`src/rtl/adc_seq_pkg.sv`:
```
package adc_seq_pkg;

  typedef enum logic [2:0] {
    S_IDLE  = 3'd0,
    S_START = 3'd1,
    S_WAIT  = 3'd2,
    S_FETCH = 3'd3,
    S_HOLD  = 3'd4
  } seq_state_e;

endpackage

```
`src/rtl/adc_seq_timer.sv`:
```
// Loadable down counter; zero_o flags the last cycle of an interval.
module adc_seq_timer #(
  parameter int TW = 16
) (
  input  logic          clk,
  input  logic          rst_n,
  input  logic          load_i,
  input  logic [TW-1:0] load_val_i,
  output logic          zero_o
);

  logic [TW-1:0] cnt_q, cnt_d;
  logic          cnt_en;

  assign cnt_en = load_i || (cnt_q != '0);

  always_comb begin
    cnt_d = cnt_q;
    if (load_i) begin
      cnt_d = load_val_i;
    end else if (cnt_q != '0) begin
      cnt_d = cnt_q - 1'b1;
    end
  end

  always_ff @(posedge clk or negedge rst_n) begin
    if (!rst_n) begin
      cnt_q <= '0;
    end else if (cnt_en) begin
      cnt_q <= cnt_d;
    end
  end

  assign zero_o = (cnt_q == '0);

endmodule

```
`src/rtl/adc_seq_sclk.sv`:
```
// Serial clock generator: idle half then active half per bit, sample at return to idle.
module adc_seq_sclk #(
  parameter int HALF = 2,
  parameter int BW   = 5
) (
  input  logic          clk,
  input  logic          rst_n,
  input  logic          en_i,
  input  logic          cpol_i,
  input  logic [BW-1:0] nbits_i,
  output logic          sclk_o,
  output logic          sample_o,
  output logic          last_o
);

  localparam int HW = (HALF > 1) ? $clog2(HALF) : 1;

  logic [HW-1:0] hcnt_q, hcnt_d;
  logic          phase_q, phase_d;
  logic [BW-1:0] bit_q, bit_d;
  logic          half_end;

  assign half_end = (hcnt_q == HW'(HALF - 1));
  assign sample_o = en_i && phase_q && half_end;
  assign last_o   = sample_o && (bit_q == nbits_i - 1'b1);

  always_comb begin
    hcnt_d  = hcnt_q;
    phase_d = phase_q;
    bit_d   = bit_q;
    if (!en_i) begin
      hcnt_d  = '0;
      phase_d = 1'b0;
      bit_d   = '0;
    end else if (half_end) begin
      hcnt_d  = '0;
      phase_d = !phase_q;
      if (phase_q) begin
        bit_d = bit_q + 1'b1;
      end
    end else begin
      hcnt_d = hcnt_q + 1'b1;
    end
  end

  always_ff @(posedge clk or negedge rst_n) begin
    if (!rst_n) begin
      hcnt_q  <= '0;
      phase_q <= 1'b0;
      bit_q   <= '0;
    end else begin
      hcnt_q  <= hcnt_d;
      phase_q <= phase_d;
      bit_q   <= bit_d;
    end
  end

  assign sclk_o = (en_i && phase_q) ? !cpol_i : cpol_i;

endmodule

```
`src/rtl/adc_seq_shift.sv`:
```
// Input shifter, sign extension and full-scale range flags.
module adc_seq_shift #(
  parameter int DW = 24,
  parameter int OW = 32,
  parameter int FS = 20
) (
  input  logic          clk,
  input  logic          rst_n,
  input  logic          sample_i,
  input  logic          capture_i,
  input  logic          miso_i,
  output logic [OW-1:0] data_o,
  output logic          ovr_o,
  output logic          unr_o
);

  logic [DW-1:0] sh_q;
  logic [DW-1:0] word;
  logic [OW-1:0] data_d;
  logic          ovr_d, unr_d;

  assign word = {sh_q[DW-2:0], miso_i};

  always_comb begin
    data_d = {{(OW-DW){word[DW-1]}}, word};
    ovr_d  = !word[DW-1] && (word[DW-2:FS] != '0);
    unr_d  =  word[DW-1] && (word[DW-2:FS] != '1);
  end

  always_ff @(posedge clk or negedge rst_n) begin
    if (!rst_n) begin
      sh_q <= '0;
    end else if (sample_i) begin
      sh_q <= word;
    end
  end

  always_ff @(posedge clk or negedge rst_n) begin
    if (!rst_n) begin
      data_o <= '0;
      ovr_o  <= 1'b0;
      unr_o  <= 1'b0;
    end else if (capture_i) begin
      data_o <= data_d;
      ovr_o  <= ovr_d;
      unr_o  <= unr_d;
    end
  end

endmodule

```
`src/rtl/adc_seq_sleep.sv`:
```
// Idle-time tracker deciding whether the converter has powered down.
module adc_seq_sleep #(
  parameter int LIMIT = 64
) (
  input  logic clk,
  input  logic rst_n,
  input  logic count_i,
  input  logic clr_i,
  output logic asleep_o
);

  localparam int SW = $clog2(LIMIT + 1);

  logic [SW-1:0] cnt_q, cnt_d;
  logic          asleep_d;
  logic          upd;

  assign upd = clr_i || (count_i && !asleep_o);

  always_comb begin
    cnt_d    = cnt_q;
    asleep_d = asleep_o;
    if (clr_i) begin
      cnt_d    = '0;
      asleep_d = 1'b0;
    end else if (count_i) begin
      cnt_d = cnt_q + 1'b1;
      if (cnt_d >= SW'(LIMIT)) begin
        asleep_d = 1'b1;
      end
    end
  end

  always_ff @(posedge clk or negedge rst_n) begin
    if (!rst_n) begin
      cnt_q    <= '0;
      asleep_o <= 1'b1;
    end else if (upd) begin
      cnt_q    <= cnt_d;
      asleep_o <= asleep_d;
    end
  end

endmodule

```
`src/rtl/adc_conv_seq.sv`:
```
module adc_conv_seq
  import adc_seq_pkg::*;
#(
  parameter int START_CYC = 400,
  parameter int CONV_CYC  = 4000000,
  parameter int SHDN_CYC  = 500,
  parameter int SCK_HALF  = 10,
  parameter int PWRUP_SCK = 144,
  parameter int DATA_W    = 24,
  parameter int FS_BITS   = 20,
  parameter int OUT_W     = 32
) (
  input  logic             clk,
  input  logic             rst_n,
  input  logic             start_i,
  input  logic             cpol_i,
  input  logic             miso_i,
  output logic             cs_n_o,
  output logic             sclk_o,
  output logic             busy_o,
  output logic             res_valid_o,
  input  logic             res_ready_i,
  output logic [OUT_W-1:0] res_data_o,
  output logic             res_ovr_o,
  output logic             res_unr_o
);

  localparam int PWRUP_CYC = PWRUP_SCK * 2 * SCK_HALF;
  localparam int TW        = $clog2(CONV_CYC + PWRUP_CYC + START_CYC + 1);
  localparam int BW        = $clog2(DATA_W + 2);

  logic [1:0]    rsync_q;
  logic          rst_ns;
  seq_state_e    st_q, st_d;
  logic          pwr_q, pwr_d;
  logic          t_load, t_zero;
  logic [TW-1:0] t_val;
  logic          sl_clr, asleep;
  logic          fetch_en, sample, last;
  logic [BW-1:0] nbits;

  // reset: asserted asynchronously, released on a clock edge
  always_ff @(posedge clk or negedge rst_n) begin
    if (!rst_n) begin
      rsync_q <= 2'b00;
    end else begin
      rsync_q <= {rsync_q[0], 1'b1};
    end
  end
  assign rst_ns = rsync_q[1];

  assign nbits = cpol_i ? BW'(DATA_W) : BW'(DATA_W + 1);

  always_comb begin
    st_d   = st_q;
    pwr_d  = pwr_q;
    t_load = 1'b0;
    t_val  = TW'(START_CYC - 1);
    sl_clr = 1'b0;
    unique case (st_q)
      S_IDLE: begin
        if (start_i) begin
          st_d   = S_START;
          t_load = 1'b1;
          sl_clr = 1'b1;
          pwr_d  = asleep;
        end
      end
      S_START: begin
        if (t_zero) begin
          st_d   = S_WAIT;
          t_load = 1'b1;
          t_val  = TW'(CONV_CYC - 1) + (pwr_q ? TW'(PWRUP_CYC) : '0);
        end
      end
      S_WAIT: begin
        if (t_zero) begin
          st_d = S_FETCH;
        end
      end
      S_FETCH: begin
        if (last) begin
          st_d = S_HOLD;
        end
      end
      S_HOLD: begin
        if (res_ready_i) begin
          st_d = S_IDLE;
        end
      end
      default: st_d = S_IDLE;
    endcase
  end

  always_ff @(posedge clk or negedge rst_ns) begin
    if (!rst_ns) begin
      st_q  <= S_IDLE;
      pwr_q <= 1'b0;
    end else begin
      st_q  <= st_d;
      pwr_q <= pwr_d;
    end
  end

  assign fetch_en    = (st_q == S_FETCH);
  assign cs_n_o      = !((st_q == S_START) || fetch_en);
  assign busy_o      = (st_q != S_IDLE);
  assign res_valid_o = (st_q == S_HOLD);

  adc_seq_timer #(.TW(TW)) timer_i (
    .clk        (clk),
    .rst_n      (rst_ns),
    .load_i     (t_load),
    .load_val_i (t_val),
    .zero_o     (t_zero)
  );

  adc_seq_sleep #(.LIMIT(SHDN_CYC)) sleep_i (
    .clk      (clk),
    .rst_n    (rst_ns),
    .count_i  ((st_q == S_HOLD) || (st_q == S_IDLE)),
    .clr_i    (sl_clr),
    .asleep_o (asleep)
  );

  adc_seq_sclk #(.HALF(SCK_HALF), .BW(BW)) sclk_i (
    .clk      (clk),
    .rst_n    (rst_ns),
    .en_i     (fetch_en),
    .cpol_i   (cpol_i),
    .nbits_i  (nbits),
    .sclk_o   (sclk_o),
    .sample_o (sample),
    .last_o   (last)
  );

  adc_seq_shift #(.DW(DATA_W), .OW(OUT_W), .FS(FS_BITS)) shift_i (
    .clk       (clk),
    .rst_n     (rst_ns),
    .sample_i  (sample),
    .capture_i (last),
    .miso_i    (miso_i),
    .data_o    (res_data_o),
    .ovr_o     (res_ovr_o),
    .unr_o     (res_unr_o)
  );

endmodule

```
`config.mk`:
```
export PLATFORM = sky130hd
export DESIGN_NAME = adc_conv_seq
export DESIGN_NICKNAME = d
export VERILOG_FILES = /design/src/rtl/adc_seq_pkg.sv /design/src/rtl/adc_seq_timer.sv /design/src/rtl/adc_seq_sclk.sv /design/src/rtl/adc_seq_shift.sv /design/src/rtl/adc_seq_sleep.sv /design/src/rtl/adc_conv_seq.sv
export SDC_FILE = /design/constraint.sdc
export NUM_CORES = 1
export LEC_CHECK = 0
export BUFFER_PORTS_ARGS = -buffer_cell sky130_fd_sc_hd__buf_2
export CORE_MARGIN = 3
export CORE_UTILIZATION = 35
export DETAILED_ROUTE_END_ITERATION = 16
export PLACE_DENSITY = 0.54
export SETUP_SLACK_MARGIN = 0.5
export SLEW_MARGIN = 5
export SYNTH_ARGS = -nofsm -noshare
export SYNTH_HDL_FRONTEND = slang
export SYNTH_SLANG_ARGS = --single-unit
```
`constraint.sdc`:
```
create_clock -name clk -period 4.2 [get_ports clk]
set_clock_uncertainty 0.15 [all_clocks]
set_input_delay 0.84 -clock clk [delete_from_list [all_inputs] [get_ports clk]]
set_output_delay 0.84 -clock clk [all_outputs]
set_load 0.005 [all_outputs]
```
* Word-level counts from Yosys, hierarchy flattened
Index checks and enable logic that the tools add are counted.
Word-level totals: register bits 97, input bits 6, output and inout bits 38, word-level logic and storage cells 92
Cells by class: $add $sub $neg 6, $lt $le $gt $ge 1, equal/unequal tests 14, multiplexer cells 29, reductions and logical operators 29
Operators by type and width (number):
- two-way mux 22 bit | 4
- zero test 22 bit | 1
- nonzero test 22 bit | 1
- subtractor 22 x 1 -> 22 bit, second input constant | 1
- adder 19 x 13 -> 20 bit, first input constant | 1
- two-way mux 9 bit | 2
- two-way mux 3 bit | 5
- two-way mux 5 bit | 3
- one-hot mux 3 bit (5 select lines) | 1
- two-way mux 12 bit | 1
- two-way mux 1 bit | 10
- adder 9 x 1 -> 9 bit, second input constant | 1
- >= comparator 9 bit, second input constant | 1
- two-way mux 4 bit | 2
- inequality test 2 x 1 -> 1 bit, second input constant | 4
- AND reduction 2 bit | 4
- == test 3 x 2 -> 1 bit, second input constant | 2
- logical AND 1 bit | 6
- inequality test 2 bit, second input constant | 3
- nonzero test 2 bit | 3
- nonzero test 3 bit | 2
- adder 5 x 1 -> 5 bit, second input constant | 1
- == test 5 bit | 1
- zero test 1 bit | 5
- other kinds (11) | 14

* Longest topological paths before layout
Gate-level depths: netlist (run 1).
depth after elaboration 6, gate-level depth with buffers 11, depth with buffers taken out 7

* Hierarchy
A second synthesis (run 1) with hierarchy kept.
Unflattened totals: cells, all modules 426, area, all modules 4984.8 sq um
By module, submodules not included:
- adc_seq_shift | times used 1, cells each 117, area each 1989.4 sq um, seq. area each 1226.2 sq um
- adc_seq_timer | times used 1, cells each 137, area each 1306.3 sq um, seq. area each 550.5 sq um
- adc_seq_sleep | times used 1, cells each 71, area each 708.2 sq um, seq. area each 251.5 sq um
- adc_seq_sclk | times used 1, cells each 65, area each 635.6 sq um, seq. area each 250.2 sq um
- adc_conv_seq | times used 1, cells each 36, area each 345.3 sq um, seq. area each 150.1 sq um

* Worst setup path before layout (run 1)
No wires, ideal clock.
path kind in2reg, start point in cpol_i, end point reg shift_i.data_o[23] (netlist name), library setup time 0.128 ns, arrival time 2.059 ns, required time 3.922 ns, setup slack 1.863 ns, stages 6, path buffers 2, cell sequence or3_1 -> o22ai_1 -> nand4_1 -> buf_2 -> buf_4 -> mux2_1
Between the ends: word-level cells in the longest chain between the ends 4
RTL lines:
- start, declared | RTL line adc_conv_seq.sv:16 | input logic cpol_i,
- two-way mux 1 bit | RTL line adc_conv_seq.sv:52 | assign nbits = cpol_i ? BW'(DATA_W) : BW'(DATA_W + 1);
- subtractor 4 x 2 -> 5 bit | RTL line adc_seq_sclk.sv:25 | assign last_o = sample_o && (bit_q == nbits_i - 1'b1);
- == test 5 bit | RTL line adc_seq_sclk.sv:25
- logical AND 1 bit | RTL line adc_seq_sclk.sv:25
Every way passes these cells. A chain may end at the register's enable or synchronous reset.

* Worst setup path after layout (run 1)
start point reg st_q[0], end point reg shift_i.sh_q[18]
Between the ends: word-level cells in the longest chain between the ends 3
RTL lines:
- start, declared | RTL line adc_conv_seq.sv:34 | seq_state_e st_q, st_d;
- start signal, assigned | RTL line adc_conv_seq.sv:100 | st_q <= st_d;
- == test 3 x 2 -> 1 bit | RTL line adc_conv_seq.sv:105 | assign fetch_en = (st_q == S_FETCH);
- logical AND 1 bit (2 in a row) | RTL line adc_seq_sclk.sv:24 | assign sample_o = en_i && phase_q && half_end;
- end signal, assigned | RTL line adc_seq_shift.sv:34 | sh_q <= word;
- end, declared | RTL line adc_seq_shift.sv:17 | logic [DW-1:0] sh_q;
Every way passes these cells.

==> summary.txt, run 1 <==
status = completed
Sink Count = 97
CP max FO = 23
crit-path max cell delay = 940 ps
most frequent cells in the layout = 95 x dfrtp_1, 43 x buf_2, 39 x mux2_2
Routability Congestion = 0.8223
fin area = 5157 µm²
total number of yosys warnings = 0
Post-synth top flop = dfrtp_1
most common cell after layout, fill and taps aside = dfrtp_1
H-tree depth = 3
largest family of logic cells by synthesized area = simple AND/OR/NAND/NOR gates
largest net degree at the start of global routing = 73
Multi-input gate area = 1936 µm²
Iteration-0 DRC Markers = 141
Crit. End Element = flop
final net count = 446
num rows = 40
CTS resizes = 0
mean number of vias per cell = 5.030
post-route total power = 2.207 mW
Clock Root Buffer = clkbuf_16
IO Pins = 44
Worst-path clk slew = 70 ps
slowest CP cell = nor2_2
#FFs+latches synth = 97
worst vdd ir = 186.7 µV
Die Span X = 119.8 µm
Clock Tree Buf Depth = 2
Leak = 2.457 nW
number of synthesized flops with an enable pin = 0
hpwl dp = 5.937 mm
Worst Path Required = 4280 ps
Tcrit/Tclk final = 65.39%
RSZ-0062 raised after global routing = no
Total Wirelength = 8.710 mm
TritonCTS buffer count = 9
final setup vio count = 0
Netlist cell types = 54
syn nets = 412
Area Growth Syn to Fin = 13.74%
vias after detailed routing = 3,048
max-cap violations = 0
PD cells = 428.0 nW/µm²
Post-Syn Instances = 399
syn avg cell area = 11.36 µm²
Total GRT Usage = 13.08%
grt ovf = 0
adder-cell area share of the yosys netlist = 1.932%
CTS tree = built
Starting Density = 36.83%
hold_buf cts = 0
share of cells above drive strength 1 = 26.03%
antenna-violating nets left = 0
Final min period = 2746 ps
FF/Latch Area = 2432 µm²
Setup Buffers After CTS = 0
Hold Fails Final Rpt = 0
final core occ = 41.89%
first-pass GRT wire length = 15.06 mm
sequential element share of the synthesized area = 53.56%
Mapped Area = 4534 µm²
startpoint types = flop
die area = 14,360 µm²
post-route setup TNS = 0 ps
fin. max-slew vios = 0
Post-Synth XOR/XNOR Area = 5.408%
area post-placement = 4853 µm²
Avg WL per Cell = 14.37 µm
core footprint = 12,310 µm²
Hold Crit Class = in -> async
vias in the first global route = 2,985
FFs w/ async S/R, synth = 100.0%
Synth Area in Compound Gates = 5.988%
clk_lat worst skew = 350 ps
critical path type = reg -> reg
CP cell instances = nor2b_1 -> nand2_1 -> nor2_2 -> mux2_2
worst endpoint data arrival time = 2830 ps
max_slew headroom = 26.23%
I/O Buffers = 43
number of fillers in the final layout = 1,198
Fmax = 0.3641 GHz
Die Height = 119.8 µm
initial antenna violation count = 0
Slew @ Worst Pin = 1105 ps
simple-gate portion of the synthesized area = 16.86%
post-synthesis mux area share = 12.36%
ANT cells = 0
drt first pass iters = 4
hold_ws = 109.6 ps
number of remaining DRC errors = 0
Yosys cell counts, drive strengths merged (2+ instances only):
| library cell | n | area (µm²) |
|---|---|---|
| ha | 7 | 87.58 |
| a21oi | 13 | 65.06 |
| clkbuf | 7 | 26.28 |
| o21ai | 12 | 60.05 |
| o22ai | 3 | 18.77 |
| mux2i | 2 | 20.02 |
| nand2 | 26 | 97.59 |
| dfrtp | 96 | 2402 |
| buf | 16 | 108.9 |
| nor2 | 35 | 131.4 |
| xnor2 | 14 | 122.6 |
| xor2 | 14 | 122.6 |
| mux2 | 48 | 540.5 |
| or4b | 2 | 20.02 |
| a31oi | 2 | 12.51 |
| nor3 | 18 | 122.6 |
| or2 | 3 | 18.77 |
| nand3 | 13 | 77.58 |
| nand4 | 12 | 75.07 |
| nand3b | 2 | 15.01 |
| o31ai | 4 | 30.03 |
| nor4 | 6 | 58.80 |
| nor2b | 3 | 18.77 |
| a211oi | 2 | 15.01 |
| and3 | 3 | 18.77 |
| o311ai | 3 | 26.28 |
| inv | 10 | 37.54 |
| or3 | 7 | 45.05 |
| and2 | 4 | 25.03 |
final cells by class:
cell class | count | area share, %
clock buffers | 10 | 4.440
clock inverters | 6 | 1.456
inverters | 10 | 0.7278
multi-input cells | 269 | 37.53
flip-flops and latches | 97 | 47.16
well taps | 168 | 4.076
repair buffers | 46 | 4.609
cells by family (layout without fill, tap and decap cells):
logic type	count (synthesis)	count (layout)
other cells	1	1
xor+xnor	28	28
compound gates	44	44
fa+ha+maj	7	7
simple gates	139	139
mux	50	50
buf+inv	33	72
flops	97	97
state kept, by name, summed over array words and instances, names as in the netlist:
name,flops
sleep_i.asleep_o,1
shift_i.data_o,24
pwr_q,1
shift_i.ovr_o,1
sclk_i.hcnt_q,4
sclk_i.phase_q,1
timer_i.cnt_q,22
shift_i.sh_q,23
rsync_q,2
shift_i.unr_o,1
sclk_i.bit_q,5
st_q,3
sleep_i.cnt_q,9
stage by stage:
stage / cells / setup slack (ps)
2_1_floorplan: 399 / 1150
3_3_place_gp: 590 / 1478
3_5_place_dp: 590 / 1424
4_1_cts: 606 / 1409
5_1_grt: 606 / 1214
6_report: 606 / 1454
path summary, 6_finish.rpt:
path	cells past startpoint	to	start	slack, ps
worst max-delay path	4	shift_i.sh_q[18]	st_q[0]	1450
worst max register to register	4	shift_i.sh_q[18]	st_q[0]	1450
min in group clk	0	rsync_q[1]	rsync_q[0]	200
worst min register to register	0	rsync_q[1]	rsync_q[0]	200
max in group asynchronous	1	sleep_i.asleep_o	rsync_q[1]	2650
worst min-delay path	1	rsync_q[1]	rst_n	110
critical path, delay by kind of cell (launching register included):
kind / cells / cell delay [ps]
and+or+nand+nor: 3 / 1620
DFF: 1 / 420
muxes: 1 / 430
routing by layer:
metal,GRT usage [%],part of all wire [%],up-vias
met2,20.73,48,57
met1,16.90,46,1503
met4,5.727,2.2,0
li1,-,-,1475
met3,3.440,3.6,13
met5,0,0,-
report_power, final:
group	total, mW	internal [mW]	leakage (nW)	switching (mW)
sequential	1.10	0.994	1.31	0.106
combinational	0.268	0.116	0.999	0.151
clock	0.840	0.471	0.146	0.369
total	2.21	1.58	2.46	0.626
No activity file was read; power rests on OpenSTA's default activity.
==> run 2, diff against run 1 <==
Settings changed: PLACE_DENSITY 0.54 to 0.56.
Clock period 4.2 ns to 2.5 ns, I/O delays scaled along.
==> summary.txt, run 2 (same netlist as run 1, synthesis figures left out) <==
clk_lat worst skew = 340 ps
final core occ = 46.73%
drt first pass iters = 4
Hold Crit Class = reg -> async
CP max FO = 4
hpwl dp = 5.778 mm
antenna-violating nets left = 0
PD cells = 681.4 nW/µm²
FF/Latch Area = 2441 µm²
max reg flops = 24
die area = 14,360 µm²
Fmax = 0.4800 GHz
TritonCTS buffer count = 9
Die Height = 119.8 µm
I/O Buffers = 43
final net count = 488
crit-path max cell delay = 490 ps
slowest CP cell = or4b_4
largest net degree at the start of global routing = 50
post-route setup TNS = 0 ps
Clock Tree Buf Depth = 2
core footprint = 12,310 µm²
share of cells above drive strength 1 = 41.04%
critical path type = reg -> reg
Total GRT Usage = 13.28%
fin. max-slew vios = 0
status = completed
number of remaining DRC errors = 0
mean number of vias per cell = 5.052
non-filler cells, final = 648
max_slew headroom = 57.64%
most common cell after layout, fill and taps aside = dfrtp_1
R2R setup slack = 420 ps
first-pass GRT wire length = 15.39 mm
Crit. End Element = flop
Tcrit/Tclk final = 83.34%
area post-placement = 4932 µm²
ANT cells = 0
Clock Root Buffer = clkbuf_16
Total Wirelength = 9.581 mm
placed cell count = 596
Starting Density = 36.83%
IO Pins = 44
worst vdd ir = 378.7 µV
Sink Count = 97
Area Growth Syn to Fin = 26.88%
Worst Path Required = 2590 ps
number of fillers in the final layout = 1,142
Worst-path clk slew = 70 ps
largest reg by FF count = shift_i.data_o
grt ovf = 0
fin area = 5753 µm²
cell family with most CP delay = simple AND/OR/NAND/NOR gates
Final min period = 2084 ps
num rows = 40
final setup vio count = 0
buffers and inverters on the worst path = 0
vias in the first global route = 3,186
Die Span X = 119.8 µm
Multi-input gate area = 2126 µm²
worst endpoint data arrival time = 2180 ps
Routability Congestion = 0.8226
Avg WL per Cell = 14.79 µm
startpoint types = flop
Leak = 2.712 nW
initial antenna violation count = 0
vias after detailed routing = 3,274
Largest regs = shift_i.data_o (24), shift_i.sh_q (23), timer_i.cnt_q (22)
CTS tree = built
Iteration-0 DRC Markers = 190
H-tree depth = 3
max-cap violations = 0
RSZ-0062 raised after global routing = yes
most frequent cells in the layout = 88 x dfrtp_1, 43 x buf_2, 39 x mux2_2
CP cell instances = nor4_4 -> and3_4 -> nand3_4 -> or4b_4 -> o311ai_2
Slew @ Worst Pin = 635.4 ps
Hold Fails Final Rpt = 0
[run 2: cell types whose count changed in the layout (fill, tap and decap cells not counted), moves of 3 or more]
cell	change
dfrtp_1	-7
nand2_1	-4
buf_12	+3
buf_4	+30
nand2_2	+4
nor2_1	-6
buf_6	+4
nor2_4	+4
ha_1	-3
dfrtp_2	+7
[run 2: worst register-to-register path, stage by stage, from the launching register on]
cell and delay [ps]:
dfrtp_2 430, nor4_4 360, and3_4 270, nand3_4 70, or4b_4 490, o311ai_2 220
[run 2: power by group]
group          switching (mW)  internal [mW]
registers               0.163           1.68
logic                   0.378          0.386
clock network           0.626          0.690
total                    1.17           2.75
[run 2: layout make-up]
type	count	share of cell area, %
Sequential cell	97	42.43
Multi-Input combinational cell	270	36.95
Timing Repair Buffer	87	11.40
Clock buffer	9	3.915
Tap cell	168	3.654
Clock inverter	7	1.000
Inverter	10	0.6525
[run 2: path summary, 6_finish.rpt]
kind                                  startpoint  cells past startpoint           endpoint
min in group clk                      rsync_q[0]                      0         rsync_q[1]
max in group asynchronous             rsync_q[1]                      1   shift_i.sh_q[19]
worst min register to register        rsync_q[1]                      0   sclk_i.hcnt_q[0]
worst max register to register  timer_i.cnt_q[3]                      5  timer_i.cnt_q[20]
worst max-delay path            timer_i.cnt_q[3]                      5  timer_i.cnt_q[20]
worst min-delay path                  rsync_q[1]                      0   sclk_i.hcnt_q[0]
[run 2: timing repair]
item	CTS	global route
hold buffers	1	0
setup endpoints to repair	80	60
pin swaps	4	10
endpoints found under the hold margin	2	0
setup buffers	17	14
resized for setup	18	40
cloned	1	3
[run 2: stage by stage]
step           setup WS (ps)  power (mW)  hold slack, ps
2_1_floorplan          409.2       2.206           54.41
3_3_place_gp           328.1       2.334           134.8
3_5_place_dp           247.7       2.351           135.4
4_1_cts                435.3       3.742           203.1
5_1_grt                340.5       4.124           221.6
6_report               416.5       3.920           205.9
[run 2: per-layer routing]
| layer | track usage [%] | share of wire [%] |
|---|---|---|
| met5 | 0 | 0 |
| met4 | 4.223 | 1.6 |
| met3 | 4.194 | 3.5 |
| met2 | 21.33 | 50 |
| met1 | 17.14 | 45 |
